**src/rtl/fpcsr_pkg.sv**
```systemverilog
package fpcsr_pkg;
  localparam int CSR_W    = 32;
  localparam int USED_W   = 16;
  localparam int NEXC     = 6;
  localparam int DAZ_BIT  = 6;
  localparam int MASK_LO  = 7;
  localparam int RC_LO    = 13;
  localparam int RC_W     = 2;
  localparam int FTZ_BIT  = 15;
  localparam int CTRL_W   = USED_W - NEXC;
  localparam logic [CSR_W-1:0] CSR_RESET = 32'h0000_1F80;
endpackage

```
**src/rtl/fpcsr_ctrl.sv**
```systemverilog
module fpcsr_ctrl
  import fpcsr_pkg::*;
(
  input  logic              clk,
  input  logic              rst_n,
  input  logic              wr_en,
  input  logic [CSR_W-1:0]  wr_data,
  output logic              wr_ok,
  output logic              wr_err,
  output logic [CTRL_W-1:0] ctrl_bits,
  output logic [NEXC-1:0]   mask,
  output logic [RC_W-1:0]   rnd_mode,
  output logic              ftz,
  output logic              daz
);
  logic [CTRL_W-1:0] ctrl_q;
  logic              resv_bad;

  assign resv_bad = |wr_data[CSR_W-1:USED_W];
  assign wr_ok    = wr_en && !resv_bad;

  always_ff @(posedge clk or negedge rst_n) begin
    if (!rst_n) begin
      ctrl_q <= CSR_RESET[USED_W-1:NEXC];
      wr_err <= 1'b0;
    end else begin
      if (wr_ok) ctrl_q <= wr_data[USED_W-1:NEXC];
      wr_err <= wr_en && resv_bad;
    end
  end

  assign ctrl_bits = ctrl_q;
  assign daz       = ctrl_q[DAZ_BIT-NEXC];
  assign mask      = ctrl_q[MASK_LO-NEXC +: NEXC];
  assign rnd_mode  = ctrl_q[RC_LO-NEXC +: RC_W];
  assign ftz       = ctrl_q[FTZ_BIT-NEXC];

  assert_resv_hold_R7: assert property (@(posedge clk) disable iff (!rst_n)
    (wr_en && resv_bad) |=> (ctrl_q == $past(ctrl_q) && wr_err));
  assert_err_cause_R7: assert property (@(posedge clk) disable iff (!rst_n)
    (!wr_en) |=> !wr_err);
  assert_ctrl_hold_R9: assert property (@(posedge clk) disable iff (!rst_n)
    (!wr_en) |=> $stable(ctrl_q));
endmodule

```
**src/rtl/fpcsr_sticky.sv**
```systemverilog
module fpcsr_sticky
  import fpcsr_pkg::*;
(
  input  logic            clk,
  input  logic            rst_n,
  input  logic            wr_ok,
  input  logic [NEXC-1:0] wr_flags,
  input  logic            ev_valid,
  input  logic [NEXC-1:0] ev_bits,
  output logic [NEXC-1:0] flags
);
  logic [NEXC-1:0] flags_q;
  logic [NEXC-1:0] base;
  logic [NEXC-1:0] ev_q;

  assign ev_q = ev_valid ? ev_bits : '0;
  assign base = wr_ok ? wr_flags : flags_q;

  always_ff @(posedge clk or negedge rst_n) begin
    if (!rst_n) flags_q <= CSR_RESET[NEXC-1:0];
    else        flags_q <= base | ev_q;
  end

  assign flags = flags_q;

  assert_flags_sticky_R5: assert property (@(posedge clk) disable iff (!rst_n)
    (!wr_ok) |=> ((flags_q & $past(flags_q)) == $past(flags_q)));
  assert_event_lands_R3: assert property (@(posedge clk) disable iff (!rst_n)
    ev_valid |=> ((flags_q & $past(ev_bits)) == $past(ev_bits)));
  assert_no_spurious_R4: assert property (@(posedge clk) disable iff (!rst_n)
    (!ev_valid && !wr_ok) |=> $stable(flags_q));
endmodule

```
**src/rtl/fpcsr_trap.sv**
```systemverilog
module fpcsr_trap
  import fpcsr_pkg::*;
(
  input  logic            clk,
  input  logic            rst_n,
  input  logic            ev_valid,
  input  logic [NEXC-1:0] ev_bits,
  input  logic [NEXC-1:0] mask,
  output logic            trap_req,
  output logic [NEXC-1:0] trap_cause
);
  logic [NEXC-1:0] unmasked;

  for (genvar i = 0; i < NEXC; i++) begin : g_exc
    assign unmasked[i] = ev_valid && ev_bits[i] && !mask[i];
  end

  always_ff @(posedge clk or negedge rst_n) begin
    if (!rst_n) begin
      trap_req   <= 1'b0;
      trap_cause <= '0;
    end else begin
      trap_req   <= |unmasked;
      trap_cause <= unmasked;
    end
  end

  assert_trap_masked_R8: assert property (@(posedge clk) disable iff (!rst_n)
    (ev_valid && ((ev_bits & ~mask) == '0)) |=> !trap_req);
  assert_trap_has_cause_R8: assert property (@(posedge clk) disable iff (!rst_n)
    trap_req |-> (trap_cause != '0));
  assert_trap_idle_R4: assert property (@(posedge clk) disable iff (!rst_n)
    (!ev_valid) |=> (!trap_req && trap_cause == '0));
endmodule

```
**src/rtl/fpcsr_unit.sv**
```systemverilog
module fpcsr_unit
  import fpcsr_pkg::*;
(
  input  logic              clk,
  input  logic              rst_n,
  input  logic              wr_en,
  input  logic [CSR_W-1:0]  wr_data,
  output logic [CSR_W-1:0]  rd_data,
  output logic              wr_err,
  input  logic              ev_valid,
  input  logic [NEXC-1:0]   ev_bits,
  output logic              trap_req,
  output logic [NEXC-1:0]   trap_cause,
  output logic [RC_W-1:0]   rnd_mode,
  output logic              ftz,
  output logic              daz
);
  logic              wr_ok;
  logic [CTRL_W-1:0] ctrl_bits;
  logic [NEXC-1:0]   mask;
  logic [NEXC-1:0]   flags;

  fpcsr_ctrl u_ctrl (
    .clk(clk), .rst_n(rst_n), .wr_en(wr_en), .wr_data(wr_data),
    .wr_ok(wr_ok), .wr_err(wr_err), .ctrl_bits(ctrl_bits), .mask(mask),
    .rnd_mode(rnd_mode), .ftz(ftz), .daz(daz)
  );

  fpcsr_sticky u_sticky (
    .clk(clk), .rst_n(rst_n), .wr_ok(wr_ok), .wr_flags(wr_data[NEXC-1:0]),
    .ev_valid(ev_valid), .ev_bits(ev_bits), .flags(flags)
  );

  fpcsr_trap u_trap (
    .clk(clk), .rst_n(rst_n), .ev_valid(ev_valid), .ev_bits(ev_bits),
    .mask(mask), .trap_req(trap_req), .trap_cause(trap_cause)
  );

  assign rd_data = {{(CSR_W-USED_W){1'b0}}, ctrl_bits, flags};

  assert_write_merge_R6: assert property (@(posedge clk) disable iff (!rst_n)
    (wr_ok && ev_valid) |=> (rd_data[NEXC-1:0] == ($past(wr_data[NEXC-1:0]) | $past(ev_bits))));
endmodule

```
**config.mk**
```make
export PLATFORM = sky130hd
export DESIGN_NAME = fpcsr_unit
export DESIGN_NICKNAME = d
export VERILOG_FILES = /design/src/rtl/fpcsr_pkg.sv /design/src/rtl/fpcsr_ctrl.sv /design/src/rtl/fpcsr_sticky.sv /design/src/rtl/fpcsr_trap.sv /design/src/rtl/fpcsr_unit.sv
export SDC_FILE = /design/constraint.sdc
export NUM_CORES = 1
export LEC_CHECK = 0
export CAP_MARGIN = 40
export CORE_MARGIN = 2
export CORE_UTILIZATION = 31
export DETAILED_ROUTE_END_ITERATION = 12
export GPL_TIMING_DRIVEN = 0
export HOLD_SLACK_MARGIN = 0.12
export PLACE_DENSITY_LB_ADDON = 0.2
export SLEW_MARGIN = 20
export SYNTH_ARGS = -nofsm -noshare
export SYNTH_HDL_FRONTEND = slang
export SYNTH_SLANG_ARGS = --single-unit
```
**constraint.sdc**
```tcl
create_clock -name clk -period 1.12 [get_ports clk]
set_input_delay 0.112 -clock clk [delete_from_list [all_inputs] [get_ports clk]]
set_output_delay 0.112 -clock clk [all_outputs]
set_load 0.03 [all_outputs]
```
==> results.cfg, run 1 <==
[clock_network]
cts_tree = yes
clk_pin_slew_ps = 80
cts.root.buffer_cell = clkbuf_8
hold_buffers = 0
clock_sinks = 24
cts_buffer_depth = 2
h-tree-depth = 1
cts_inserted_buffers = 3
clk_latency_ps = 270

[logic_synthesis]
yosysUniqueCellTypes = 19
ys_ff_latch = 24
postSynthCellCount = 99
syn_avg_cell_area_um2 = 11.9
netlist_area_um2 = 1180
synth_area_leaders = dfrtp_1 38%, dfstp_2 13%, buf_4 13%
synth_top_area_share_pct = 38.2
seq_area_frac_synth_pct = 51.6
yosys.area.top_type = dfrtp_1
yosysWarnings = 0

[global_routing]
grt_overflow_total = 0
grt_max_degree = 18
antenna_found_initial = 0
grt_pass1_vias = 1110
grt_pass1_wl_um = 5400
grt_usage_pct = 16.5

[timing]
rsz0062_at_grt = yes
setup_viol = 4
drv_slew = 0
finClkSkew_ps = 4.97
post-route-period-util_pct = 109
hold_viol_final = 0
min_period_ps = 1220
max_freq_ghz = 0.819
setup_ws_ps = -101

[placement]
portBuffers = 68
hpwlAfterDp_um = 2610
place.gp.congestion = 0.745
place_ws_ps = -699

[cells_and_area]
fin_nets = 240
final_util_pct = 58.6
final_cell_mix = 28 x buf_4, 23 x clkdlybuf4s50_1, 18 x dfrtp_1
diodes = 0
drive_above_1_share_pct = 49.7
ff_latch_area_um2 = 608
multi_input_comb_area_um2 = 518
area_growth_pct = 82.2
nFillCells = 324
final_common_cell = buf_4

[power]
pwr-share-comb_pct = 19.9
p_sw_mw = 0.481
seqPwrFrac_pct = 43.5
ir_drop_mv = 0.751
clock_power_share_pct = 36.5
p_per_area_nw_per_um2 = 949
power_mw = 2.04
p_int_mw = 1.56
p_leak_nw = 1.03
power.share.switching_pct = 23.6

[setup_path]
crit_fanout = 4
rrSetupSlack_ps = -100
cp.required_ps = 1260
worst_path_max_delay_cell = dfstp_2
worstPathCellList = o22ai_2 -> or4_1
reg2reg_depth = 2
startpoint_type = register
cp_data_arrival_time_ps = 1370
r2r_end = u_trap.trap_req$_DFF_PN0_
cpPeakStageDelay_ps = 570
critical_path_class = reg -> reg
r2r-start = u_ctrl.ctrl_bits[1]$_DFFE_PN1N_
endpoint_kind = register

[route]
dr.max_layer_used = met4
wl_met1_um = 1300
wl_um = 3330
first_pass_iters = 4
met3_wirelength_um = 239
drt_iter0_markers = 68
met2_length_um = 1770
num_vias = 1051
drc = 0
viasPerCell = 4.29
drtAntennaViolNets = 0
wire_per_inst_um = 13.6

[worst_hold_path]
hold_path.class = in -> reg
hold_end = u_sticky.flags[0]$_DFF_PN0_
hold_path_depth = 3
hold_start = wr_en

[die]
fp.dieH_um = 65.7
ioPinCount = 86
rows = 22
core_area_um2 = 3660
dieArea_um2 = 4310
die_w_um = 65.7
initial_core_util_pct = 32.2

[outcome]
status = finished with violations
violations = setup timing

[run]
cap_viol_max_count = 0
[metrics by stage]
step / hold WS, ps / area [um^2] / setup TNS, ps / cells
after global routing: 147 / 2150 / -553 / 245
after global placement: 388 / 2020 / -16110 / 230
final: 142 / 2150 / -173 / 245
after CTS: 133 / 2130 / -236 / 244
after detailed placement: 401 / 2050 / -12140 / 231
after floorplan: -184 / 1280 / -1060 / 114
[cell usage after synthesis (all sizes together)]
library cell	number
nand4	1
nand3	12
dfstp	6
o21ai	6
nor2	7
or4	1
nand2	7
and4	1
inv	1
o22ai	2
buf	22
nor4	4
conb	1
mux2	10
dfrtp	18
[flip-flops by register name, summed over array words and instances, names as in the netlist]
name	flops
u_ctrl.wr_err	1
u_trap.trap_req	1
u_sticky.flags	6
u_ctrl.ctrl_bits	10
u_trap.trap_cause	6
[what timing repair did]
action | 4_1_cts | 5_1_grt
setup endpoints to repair | 46 | 37
gates resized for setup | 152 | 34
setup buffers | 8 | 1
pin swaps | 6 | 12
endpoints found under the hold margin | 0 | 0
cloned | 1 | 0
[routing by layer]
layer,up-vias,GRT usage [%]
met4,0,3.39
met2,50,29.7
li1,502,-
met3,2,4.28
met5,-,0
met1,497,19.7
[critical path, delay by kind of cell (launching register included)]
family / cells / cell delay [ps]
AO/OA/AOI/OAI: 1 / 70
flip-flops: 1 / 570
AND/OR/NAND/NOR: 1 / 460
[kinds of logic (layout without fill, tap and decap cells)]
| logic type | count (synthesis) | after routing | share of synthesized area [%] |
|---|---|---|---|
| flip-flops | 24 | 24 | 51.6 |
| other | 1 | 16 | 0.318 |
| AND/OR/NAND/NOR | 33 | 34 | 16.0 |
| buffers and inverters | 23 | 105 | 15.7 |
| AO/OA/AOI/OAI | 8 | 8 | 3.61 |
| multiplexers | 10 | 10 | 12.7 |
[power groups by stage]
stage	sequential, mW	combinational (mW)	clock, mW
after CTS	0.887	0.399	0.759
after global routing	0.889	0.432	0.797
after detailed placement	0.904	0.424	0
after global placement	0.903	0.405	0
final	0.887	0.406	0.744
after floorplan	0.936	0.156	0
[cell type report]
class,instances,share of cell area [%]
plain buffers,22,8.45
flip-flops and latches,24,28.3
inverters,1,0.175
multi-input cells,68,24.1
clock buffers,3,1.92
clock inverters,1,1.40
repair buffers,78,32.8
well taps,48,2.80
[worst max path at each step]
stage | depth (start not counted) | end | from
after floorplan | 2 | u_trap.trap_req$_DFF_PN0_ | u_ctrl.ctrl_bits[6]$_DFFE_PN1N_
after global placement | 6 | u_ctrl.ctrl_bits[0]$_DFFE_PN0N_ | wr_data[17]
after detailed placement | 6 | u_ctrl.ctrl_bits[7]$_DFFE_PN0N_ | wr_data[26]
after CTS | 2 | u_trap.trap_req$_DFF_PN0_ | u_ctrl.ctrl_bits[1]$_DFFE_PN1N_
after global routing | 2 | u_trap.trap_req$_DFF_PN0_ | u_ctrl.ctrl_bits[4]$_DFFE_PN1N_
final | 2 | u_trap.trap_req$_DFF_PN0_ | u_ctrl.ctrl_bits[1]$_DFFE_PN1N_
(Power assumes the default switching activity.)
==> inputs of run 2 (changes only) <==
CTS_CLUSTER_DIAMETER = 80   (was not set)
CTS_CLUSTER_SIZE = 28   (was not set)
GPL_ROUTABILITY_DRIVEN = 0   (was not set)
==> results of run 2 <==
No change in the layout: final DEF, timing and power equal those of run 1.
==> inputs of run 3 (changes only) <==
GPL_ROUTABILITY_DRIVEN = 1   (was 0)
==> results of run 3 <==
No change in the layout: final DEF, timing and power equal those of run 1.
